File: src/rtl/pirq_router_pkg.sv
package pirq_router_pkg;
  localparam int unsigned PIRQ_COUNT = 8;
  localparam int unsigned DATA_W = 8;

  typedef struct packed {
    logic [PIRQ_COUNT-1:0] routeWe;
    logic ctrlWe;
    logic [DATA_W-1:0] data;
  } wrStrobe_t;

  typedef struct packed {
    logic valid;
    logic [4:0] line;
  } sciTarget_t;

  // Sparse select decode: legacy targets 9..11, APIC targets 20..21.
  function automatic sciTarget_t sciTargetOf(input logic [2:0] sel);
    sciTarget_t t;
    t.valid = 1'b1;
    case (sel)
      3'd0: t.line = 5'd9;
      3'd1: t.line = 5'd10;
      3'd2: t.line = 5'd11;
      3'd4: t.line = 5'd20;
      3'd5: t.line = 5'd21;
      default: begin
        t.valid = 1'b0;
        t.line = 5'd0;
      end
    endcase
    return t;
  endfunction
endpackage

File: src/rtl/pirq_route_ctrl.sv
module pirq_route_ctrl
  import pirq_router_pkg::*;
#(
  parameter int unsigned NUM_PIRQ = PIRQ_COUNT,
  parameter int unsigned ADDR_W = 4,
  parameter int unsigned CTRL_ADDR = NUM_PIRQ
) (
  input  logic              wrEn,
  input  logic [ADDR_W-1:0] wrAddr,
  input  logic [DATA_W-1:0] wrData,
  output wrStrobe_t         strobe
);
  logic [NUM_PIRQ-1:0] routeHit;

  for (genvar n = 0; n < NUM_PIRQ; n++) begin : g_dec
    assign routeHit[n] = wrEn && (wrAddr == ADDR_W'(n));
  end

  always_comb begin
    strobe.routeWe = routeHit;
    strobe.ctrlWe  = wrEn && (wrAddr == ADDR_W'(CTRL_ADDR));
    strobe.data    = wrData;
  end
endmodule

File: src/rtl/pirq_route_dp.sv
module pirq_route_dp
  import pirq_router_pkg::*;
#(
  parameter int unsigned NUM_PIRQ = PIRQ_COUNT,
  parameter int unsigned NUM_LEGACY = 16,
  parameter int unsigned SEL_W = 3,
  parameter logic [DATA_W-1:0] ROUTE_RESET = 8'h80,
  parameter logic [SEL_W-1:0] SEL_RESET = '0
) (
  input  logic                         clk,
  input  logic                         rstN,
  input  wrStrobe_t                    strobe,
  input  logic [NUM_PIRQ-1:0]          pirqLevel,
  input  logic                         sciLevel,
  output logic [NUM_LEGACY+NUM_PIRQ-1:0] gsiOut
);
  localparam int unsigned GSI_W  = NUM_LEGACY + NUM_PIRQ;
  localparam int unsigned IRQ_W  = $clog2(NUM_LEGACY);
  localparam int unsigned LINE_W = $clog2(GSI_W);
  localparam int unsigned DIS_BIT = DATA_W - 1;

  logic [DATA_W-1:0] routeReg [NUM_PIRQ];
  logic [SEL_W-1:0]  sciSel;
  logic [GSI_W-1:0]  nextGsi;
  sciTarget_t        sciTgt;

  for (genvar n = 0; n < NUM_PIRQ; n++) begin : g_route
    always_ff @(posedge clk or negedge rstN) begin
      if (!rstN) routeReg[n] <= ROUTE_RESET;
      else if (strobe.routeWe[n]) routeReg[n] <= strobe.data;
    end
  end

  always_ff @(posedge clk or negedge rstN) begin
    if (!rstN) sciSel <= SEL_RESET;
    else if (strobe.ctrlWe) sciSel <= strobe.data[SEL_W-1:0];
  end

  assign sciTgt = sciTargetOf(sciSel);

  always_comb begin
    logic [LINE_W-1:0] idx;
    nextGsi = '0;
    for (int n = 0; n < NUM_PIRQ; n++) begin
      nextGsi[NUM_LEGACY+n] = pirqLevel[n];
      idx = LINE_W'(routeReg[n][IRQ_W-1:0]);
      if (!routeReg[n][DIS_BIT]) nextGsi[idx] = nextGsi[idx] | pirqLevel[n];
    end
    if (sciTgt.valid) begin
      idx = LINE_W'(sciTgt.line);
      nextGsi[idx] = nextGsi[idx] | sciLevel;
    end
  end

  always_ff @(posedge clk or negedge rstN) begin
    if (!rstN) gsiOut <= '0;
    else gsiOut <= nextGsi;
  end
endmodule

File: src/rtl/pirq_irq_router.sv
module pirq_irq_router
  import pirq_router_pkg::*;
#(
  parameter int unsigned NUM_PIRQ = PIRQ_COUNT,
  parameter int unsigned NUM_LEGACY = 16,
  parameter int unsigned ADDR_W = 4,
  parameter int unsigned GSI_W = NUM_LEGACY + NUM_PIRQ
) (
  input  logic              clk,
  input  logic              rstN,
  input  logic              wrEn,
  input  logic [ADDR_W-1:0] wrAddr,
  input  logic [DATA_W-1:0] wrData,
  input  logic [NUM_PIRQ-1:0] pirqLevel,
  input  logic              sciLevel,
  output logic [GSI_W-1:0]  gsiOut
);
  wrStrobe_t strobe;

  pirq_route_ctrl #(.NUM_PIRQ(NUM_PIRQ), .ADDR_W(ADDR_W)) u_ctrl (
    .wrEn(wrEn), .wrAddr(wrAddr), .wrData(wrData), .strobe(strobe)
  );

  pirq_route_dp #(.NUM_PIRQ(NUM_PIRQ), .NUM_LEGACY(NUM_LEGACY)) u_dp (
    .clk(clk), .rstN(rstN), .strobe(strobe),
    .pirqLevel(pirqLevel), .sciLevel(sciLevel), .gsiOut(gsiOut)
  );
endmodule

File: config.mk
export PLATFORM = sky130hd
export DESIGN_NAME = pirq_irq_router
export DESIGN_NICKNAME = d
export VERILOG_FILES = /design/src/rtl/pirq_router_pkg.sv /design/src/rtl/pirq_route_ctrl.sv /design/src/rtl/pirq_route_dp.sv /design/src/rtl/pirq_irq_router.sv
export SDC_FILE = /design/constraint.sdc
export NUM_CORES = 1
export LEC_CHECK = 0
export BUFFER_PORTS_ARGS = -buffer_cell sky130_fd_sc_hd__buf_2
export CORE_UTILIZATION = 35
export CTS_CLUSTER_SIZE = 30
export DETAILED_ROUTE_END_ITERATION = 12
export PLACE_DENSITY_LB_ADDON = 0.3
export SYNTH_ARGS = -nofsm -noshare
export SYNTH_HDL_FRONTEND = slang
export SYNTH_SLANG_ARGS = --single-unit
File: constraint.sdc
create_clock -name clk -period 3.8 [get_ports clk]
set_input_delay 0.19 -clock clk [delete_from_list [all_inputs] [get_ports clk]]
set_output_delay 0.19 -clock clk [all_outputs]
set_load 0.01 [all_outputs]
# Word-level counts from Yosys, hierarchy flattened
# Memory sizes are Yosys's and may differ from the RTL's.
# Cells that the tools add are included.
word_totals:
  ff_bits: 91
  n_memories: 1
  out_inout_bits: 24
  input_bits: 24
  rom_bits: 16
classes:
  muxes: 55
  eq_ne: 12
  reduce_logical: 21
  n_lt_le_gt_ge: 18
  bitwise: 9
mem_list:
  columns: ["name", "depth", "width", "read_ports", "rd_ports_with_merged_regs", "write_ports", "line", "source"]
  rows:
  - ["(name not given)", 16, 1, 1, 0, 0, "pirq_route_dp.sv:47", "if (!routeReg[n][DIS_BIT]) nextGsi[idx] = nextGsi[idx] | pirqLevel[n];"]
ops:
  columns: ["op", "count"]
  rows:
  - ["bitwise mux 24 bit", 9]
  - ["two-way mux 24 bit", 8]
  - ["less-than comparator 4 x 6 -> 1 bit, second input constant", 8]
  - ["demux 1 bit (select 4 bit)", 8]
  - ["greater-or-equal comparator 4 x 1 -> 1 bit, second input constant", 8]
  - ["binary-select mux 1 bit (select 4 bit)", 7]
  - ["case mux 5 bit (5 select lines)", 1]
  - ["two-way mux 23 bit", 1]
  - ["two-way mux 1 bit", 19]
  - ["logical AND 1 bit", 18]
  - ["equality test 4 x 3 -> 1 bit, second input constant", 4]
  - ["bitwise OR 1 bit", 9]
  - ["equality test 4 x 2 -> 1 bit, second input constant", 2]
  - ["equality test 3 bit, second input constant", 2]
  - ["less-than comparator 5 x 6 -> 1 bit, second input constant", 1]
  - ["binary-select mux 1 bit (select 5 bit)", 1]
  - ["demux 1 bit (select 5 bit)", 1]
  - ["greater-or-equal comparator 5 x 1 -> 1 bit, second input constant", 1]
  - ["OR reduction 5 bit", 1]
  - ["equality test 4 x 1 -> 1 bit, second input constant", 1]
  - ["equality test 4 bit, second input constant", 1]
  - ["zero test 4 bit", 1]
  - ["equality test 3 x 1 -> 1 bit, second input constant", 1]
  - ["equality test 3 x 2 -> 1 bit, second input constant", 1]
  - ["zero test 3 bit", 1]

# Depth between registers and ports, before layout
depth:
  word_depth: 46
  ltp_mapped: 15
  ltp_nobuf: 12

# Cells and area by module
# Synthesis repeated with hierarchy kept, for this count alone.
hier_totals:
  hier_cells: 744
  area_unflattened_um2: 5936.9
modules_own_cells:
  columns: ["module", "cells_per_inst", "seq_area_each_um2", "area_per_inst_um2", "n_inst"]
  rows:
  - ["pirq_route_dp", 721, 1686.6, 5794.3, 1]
  - ["pirq_route_ctrl", 23, 0.0, 142.6, 1]

# Worst setup path after synthesis
# No wires, ideal clock.
synth_path:
  path_kind: "register to register"
  startpoint: "register u_dp.routeReg[51] (netlist bit)"
  endpoint: "register u_dp.gsiOut[4]"
  setup_time_ns: 0.125
  required_ns: 3.675
  arrival_ns: 3.120
  setup_slack_ns: 0.555
  path_stages_with_launch: 14
  n_path_buf: 2
  cell_sequence: "dfrtp_1 -> buf_6 -> or3b_4 -> o211a_1 -> a211o_1 -> a21o_1 -> o2111ai_1 -> a21oi_1 -> or3b_1 -> and4b_1 -> a22oi_2 -> o311ai_4 -> buf_6 -> mux2_2"
synth_via:
  elab_chain_cells: 41
  elab_cells_between_ends: 45
synth_lines:
  columns: ["element", "line", "source"]
  rows:
  - ["start: declaration", "pirq_route_dp.sv:22", "logic [DATA_W-1:0] routeReg [NUM_PIRQ];"]
  - ["start signal: indexed assignment", "pirq_route_dp.sv:30", "else if (strobe.routeWe[n]) routeReg[n] <= strobe.data;"]
  - ["less-than comparator 4 x 6 -> 1 bit (implied by the code) or greater-or-equal comparator 4 x 1 -> 1 bit (tied branches)", "pirq_route_dp.sv:47", null]
  - ["logical AND 1 bit (implied by the code)", "pirq_route_dp.sv:47", null]
  - ["two-way mux 1 bit (implied by the code)", "pirq_route_dp.sv:47", null]
  - ["demux 1 bit (select 4 bit)", null, null]
  - ["bitwise mux 24 bit *", "pirq_route_dp.sv:47", null]
  - ["two-way mux 24 bit *", "pirq_route_dp.sv:47", null]
  - ["binary-select mux 1 bit (select 4 bit)", "pirq_route_dp.sv:47", null]
  - ["two-way mux 1 bit (implied by the code)", "pirq_route_dp.sv:47", null]
  - ["[... 26 more ...]", null, null]
  - ["bitwise mux 24 bit", "pirq_route_dp.sv:47", null]
  - ["two-way mux 24 bit *", "pirq_route_dp.sv:47", null]
  - ["binary-select mux 1 bit (select 5 bit)", "pirq_route_dp.sv:51", "nextGsi[idx] = nextGsi[idx] | sciLevel;"]
  - ["two-way mux 1 bit (implied by the code)", "pirq_route_dp.sv:51", null]
  - ["bitwise OR 1 bit", "pirq_route_dp.sv:51", null]
  - ["bitwise mux 24 bit", "pirq_route_dp.sv:51", null]
  - ["two-way mux 24 bit *", "pirq_route_dp.sv:49", "if (sciTgt.valid) begin"]
  - ["net u_dp.nextGsi[4]", "pirq_route_dp.sv:24", "logic [GSI_W-1:0] nextGsi;"]
  - ["end signal: assignment", "pirq_route_dp.sv:57", "else gsiOut <= nextGsi;"]
  - ["end: declaration", "pirq_route_dp.sv:15", "output logic [NUM_LEGACY+NUM_PIRQ-1:0] gsiOut"]
# Mark *: on every way through the listed nets, which the timed path passes. The rest lies on a longest branch. The select of a mux whose other input is x is not followed.
# A chain may end at the register's enable or synchronous reset.

# Worst setup path in the final report
layout_path:
  startpoint: "register u_dp.routeReg[59] (netlist bit)"
  endpoint: "register u_dp.gsiOut[13]"
layout_via:
  elab_chain_cells: 46
  elab_cells_between_ends: 50
layout_lines:
  columns: ["element", "line"]
  rows:
  - ["less-than comparator 4 x 6 -> 1 bit (implied by the code) or greater-or-equal comparator 4 x 1 -> 1 bit (tied branches)", "pirq_route_dp.sv:47"]
  - ["logical AND 1 bit (implied by the code)", "pirq_route_dp.sv:47"]
  - ["two-way mux 1 bit (implied by the code)", "pirq_route_dp.sv:47"]
  - ["demux 1 bit (select 4 bit)", null]
  - ["bitwise mux 24 bit *", "pirq_route_dp.sv:47"]
  - ["two-way mux 24 bit *", "pirq_route_dp.sv:47"]
  - ["binary-select mux 1 bit (select 4 bit)", "pirq_route_dp.sv:47"]
  - ["two-way mux 1 bit (implied by the code)", "pirq_route_dp.sv:47"]
  - ["[... 31 more ...]", null]
  - ["bitwise mux 24 bit", "pirq_route_dp.sv:47"]
  - ["two-way mux 24 bit *", "pirq_route_dp.sv:47"]
  - ["binary-select mux 1 bit (select 5 bit)", "pirq_route_dp.sv:51"]
  - ["two-way mux 1 bit (implied by the code)", "pirq_route_dp.sv:51"]
  - ["bitwise OR 1 bit", "pirq_route_dp.sv:51"]
  - ["bitwise mux 24 bit", "pirq_route_dp.sv:51"]
  - ["two-way mux 24 bit *", "pirq_route_dp.sv:49"]
  - ["net u_dp.nextGsi[13]", "pirq_route_dp.sv:24"]
# Marked as above.

==> impl.org <==
** Placement
- Post-detail-place hpwl :: 13.19 mm
- Buffers added on ports :: 44
- The congestion estimate from routability-driven global placement came to 0.9377.
- The placed instances occupy a cell area of 5906 um^2.

** Layout
- Compared with the post-synthesis result, the final layout area differs by 18.52%.
- The layout has 1,452 filler cells.
- With fillers left out, the area of the finished cells amounts to 6372 um^2.
- Cells with a size suffix above 1 make up 27.14% of the layout.
- Area of combinational cells with multiple inputs :: 3547 um^2
- For this run, the post-layout net count is 730.
- The number of antenna diodes in the final layout is 0.
- For this run, the share of the core covered by cells in the final layout is 43.19%.
- Sequential cell area :: 1694 um^2

** Setup path
- The worst setup path is launched from a flop.
- Largest fanout of any net on the critical path :: 10
- Critical Path RT :: 4060 ps
- Slowest-stage cell, CP :: sky130_fd_sc_hd__dfrtp_2
- The critical path goes through xor2_1 > nor3_2 > a21oi_2 > buf_4 > o21ai_0 > o21ai_0 > buf_4 > a311oi_1 > o22ai_2 > nor2b_1 > mux2_2 > o311ai_4 > buf_4 > nor3_1 > a21oi_1.
- Capture point of the critical path :: u_dp.gsiOut[13]$_DFF_PN0_
- Worst r2r path cells :: 15
- On the worst path, the slowest cell contributes a delay of 500 ps.
- Endpoint of the worst-slack reg-to-reg timing path :: u_dp.gsiOut[13]$_DFF_PN0_
- Critical Path Source :: u_dp.routeReg[59]$_DFFE_PN0P_
- In this run the register-to-register setup slack is 110 ps.
- By instance count, the cell type seen most on the critical path is sky130_fd_sc_hd__buf_4.
- By startpoint and endpoint, the worst setup path is classified as flop to flop.
- Crit path DAT :: 3950 ps
- Reg-to-Reg Start :: u_dp.routeReg[59]$_DFFE_PN0P_
- Kind of end point of the critical path :: flop

** CTS
- Register clock-pin slew on the reported worst setup and hold paths :: 60 ps
- Clock Tree Root :: sky130_fd_sc_hd__clkbuf_16
- Clock tree synthesis inserted a total of 9 buffers.
- TritonCTS clock tree :: done
- Total number of H-tree levels :: 3
- The later pin in the worst-skew pair is clocked with a latency of 350 ps.
- CTS saw 67 sinks.
- CTS Buffer Depth :: 2

** Detailed routing
- Vias per cell :: 6.074
- For this block, the routed nets add up to 17.17 mm of wire.
- The count of nets left with antenna violations once routing finished came out at 0.
- In this run, the number of DRC markers left after iteration 0 of detailed routing was 510.
- Post-detailed-route wirelength per cell :: 19.19 um
- For this run, design rule violations remaining after detail routing come to 0.
- Pre-Repair DR Iteration Count :: 7
- The routed layout has 5,436 vias.

** Synthesis
- For this run, the leading register cell type out of synthesis is sky130_fd_sc_hd__dfrtp_1.
- After synthesis, the share of flip-flops with an asynchronous set or reset is 100.0%.
- Number of enable flip-flop cells after synthesis :: 0
- The share of the Yosys chip area taken by registers is 31.37%.
- Synthesized netlist cell count :: 646
- In this run, distinct cell masters in the synthesized netlist total 88.
- Synth Register Bits :: 67
- Each instance of the synthesized netlist takes up on average 8.323 um^2.
- Netlist area before placement :: 5376 um^2
- Warnings from Yosys :: 0
- Net count after synthesis :: 670

** STA
- On the final layout, the worst hold slack is 55.71 ps.
- Post-route clock period utilization :: 97.03%
- At the pin with the least slew margin, the transition time is 972.2 ps.
- Final worst clock skew :: 8.826 ps
- Number of max-slew violations in the final report :: 0
- Based on the critical path, the design can be clocked at up to 0.2712 GHz.
- The number of failing hold endpoints at the final stage is 0.
- Setup violations remaining at the end of the flow were counted as 0.
- Worst relative slew slack :: 35.05%
- Total Neg Setup Slack :: 0 ps
- Tmin final :: 3687 ps

** Worst hold path
- The worst hold path belongs to the class input pin to flop.

** GRT
- Global routing consumed, over all layers together, 22.14% of the routing resources.
- First-pass GRT wire length :: 27.48 mm
- The number of antenna violations at the first check in global routing came to 0.
- For this run the aggregate overflow at the end of global routing stands at 0.
- Entering global routing, the biggest net connects 39 pins.
- The number of global-route vias before repair was 5,048.

** Floorplanning
- For this design the top-level I/O count stands at 48.
- For this configuration, the core starts out at a cell density of 36.44%.
- The region available for standard cell placement spans 14,750 um^2.
- Row generation in the floorplan step produced 44 rows.
- Die outline area :: 15,860 um^2
- Die W :: 125.9 um
- Die span in y :: 125.9 um

** Power and ir drop
- For this design the static power due to leakage is 0.002482 uW.
- Maximum vdd ir drop :: 255.4 uV
- Power Dens Cells :: 566.7 nW/um^2

** Outcome
- Outcome :: finished clean

** Flow run
- Max-cap violations in this run came to 0.
## synth_stat cells, types with 4 or more instances
cell type	number	share of area (%)
sky130_fd_sc_hd__and3_1	7	0.81
sky130_fd_sc_hd__a311oi_1	6	0.98
sky130_fd_sc_hd__nor3_1	41	3.8
sky130_fd_sc_hd__o2111ai_1	4	0.65
sky130_fd_sc_hd__nand2b_1	15	1.7
sky130_fd_sc_hd__nor2b_1	23	2.7
sky130_fd_sc_hd__o21ai_0	25	2.3
sky130_fd_sc_hd__a31o_2	4	0.65
sky130_fd_sc_hd__nor2_1	77	5.4
sky130_fd_sc_hd__dfstp_2	8	3.9
sky130_fd_sc_hd__o22ai_1	10	1.2
sky130_fd_sc_hd__dfrtp_1	59	27
sky130_fd_sc_hd__o211ai_1	5	0.70
sky130_fd_sc_hd__a21oi_1	26	2.4
sky130_fd_sc_hd__mux2_2	42	8.8
sky130_fd_sc_hd__nor4_1	9	1.0
sky130_fd_sc_hd__clkbuf_1	21	1.5
sky130_fd_sc_hd__nand3b_1	11	1.5
sky130_fd_sc_hd__a211oi_1	7	0.98
sky130_fd_sc_hd__nor3b_1	7	0.98
sky130_fd_sc_hd__inv_1	9	0.63
sky130_fd_sc_hd__a22oi_1	5	0.70
sky130_fd_sc_hd__xor2_1	7	1.1
sky130_fd_sc_hd__nand3_1	25	2.3
sky130_fd_sc_hd__o22a_1	5	0.81
sky130_fd_sc_hd__a31oi_1	17	2.0
sky130_fd_sc_hd__or3_1	9	1.0
sky130_fd_sc_hd__buf_2	5	0.47
sky130_fd_sc_hd__nand2_1	61	4.3
sky130_fd_sc_hd__buf_1	4	0.28
## area by class of cell
cell class / count / share of cell area, %
Clock buffer: 10 / 3.750
Timing Repair Buffer: 85 / 8.796
Sequential cell: 67 / 26.59
Tap cell: 184 / 3.613
Clock inverter: 6 / 1.001
Multi-Input combinational cell: 533 / 55.66
Inverter: 10 / 0.5890
## cells in the final DEF, fill, tap and decap left out, types with 4 or more instances in the layout
master / n
sky130_fd_sc_hd__nand3b_1: 11
sky130_fd_sc_hd__a311oi_1: 6
sky130_fd_sc_hd__a31oi_1: 16
sky130_fd_sc_hd__a21oi_1: 26
sky130_fd_sc_hd__mux2_2: 42
sky130_fd_sc_hd__nor2_1: 77
sky130_fd_sc_hd__dfrtp_2: 6
sky130_fd_sc_hd__a31o_2: 4
sky130_fd_sc_hd__dfstp_2: 8
sky130_fd_sc_hd__o22a_1: 5
sky130_fd_sc_hd__nand3_1: 25
sky130_fd_sc_hd__a211oi_1: 6
sky130_fd_sc_hd__o22ai_1: 9
sky130_fd_sc_hd__a22oi_1: 5
sky130_fd_sc_hd__dfrtp_1: 53
sky130_fd_sc_hd__clkbuf_16: 9
sky130_fd_sc_hd__o21ai_0: 25
sky130_fd_sc_hd__or3_1: 9
sky130_fd_sc_hd__and3_1: 7
sky130_fd_sc_hd__inv_1: 9
sky130_fd_sc_hd__buf_2: 44
sky130_fd_sc_hd__nor2b_1: 23
sky130_fd_sc_hd__nand2b_1: 14
sky130_fd_sc_hd__nor4_1: 9
sky130_fd_sc_hd__nor3b_1: 7
sky130_fd_sc_hd__nor3_1: 41
sky130_fd_sc_hd__nand2_1: 61
sky130_fd_sc_hd__o211ai_1: 5
sky130_fd_sc_hd__buf_4: 36
sky130_fd_sc_hd__xor2_1: 7
## cell families (layout without fill, tap and decap cells)
family	Yosys count	count (layout)	synth area share, %
buf+inv	46	111	3.840
compound gates	164	164	23.60
flops	67	67	31.37
mux	42	42	8.797
simple gates	318	318	30.93
xor+xnor	9	9	1.466
## state kept, by name, indices dropped and copies added, names as in the netlist
| register | flops |
|---|---|
| u_dp.sciSel | 3 |
| u_dp.routeReg | 40 |
| u_dp.gsiOut | 24 |
## per-layer routing
metal  vias up  track usage (%)  routed length, um
li1       2557                -                  -
met1      2634            31.38               8027
met2       222            34.77               7733
met3        23            3.738               1164
met4         0            5.882                246
met5         -                0                  0
## how the worst min path moves through the flow
stage / startpoint / end / slack (ps) / depth (start not counted)
5_1_grt: pirqLevel[1] / u_dp.gsiOut[17]$_DFF_PN0_ / 50 / 1
3_3_place_gp: pirqLevel[7] / u_dp.gsiOut[23]$_DFF_PN0_ / 330 / 1
3_5_place_dp: pirqLevel[7] / u_dp.gsiOut[23]$_DFF_PN0_ / 320 / 1
4_1_cts: pirqLevel[1] / u_dp.gsiOut[17]$_DFF_PN0_ / 40 / 1
6_report: pirqLevel[1] / u_dp.gsiOut[17]$_DFF_PN0_ / 60 / 1
2_1_floorplan: rstN / u_dp.gsiOut[0]$_DFF_PN0_ / -110 / 0
## per-stage QoR
step	total power, uW	worst slack, ps	std cells
floorplan	2149	555.0	646
global placement	2618	104.3	871
detailed placement	2652	7.865	871
CTS	3525	4.882	890
global route	3824	-66.64	895
finish	3611	113.0	895
## worst max-delay path, delay by kind of cell (launching register included)
family / cells / cell delay, ps
and+or+nand+nor: 3 / 490
AOI/OAI and AO/OA: 7 / 1560
xor gates and xnor gates: 1 / 200
muxes: 1 / 320
DFF: 1 / 500
buffers and inverters: 3 / 550
## power by group
| group | leakage (uW) | internal (uW) | switching, uW |
|---|---|---|---|
| Clock | 0.000145 | 526 | 334 |
| Sequential | 0.000806 | 909 | 276 |
| Combinational | 0.00153 | 666 | 901 |
| Total | 0.00248 | 2100 | 1510 |
## timing repair
| item | 4_1_cts | 5_1_grt |
|---|---|---|
| hold buffers | 3 | 0 |
| setup endpoints to repair | 4 | 16 |
| endpoints found under the hold margin | 5 | 0 |
| pin swaps | 1 | 4 |
| setup buffers | 0 | 5 |
| gates resized for setup | 0 | 17 |
Power figures use the tool's default switching activity.
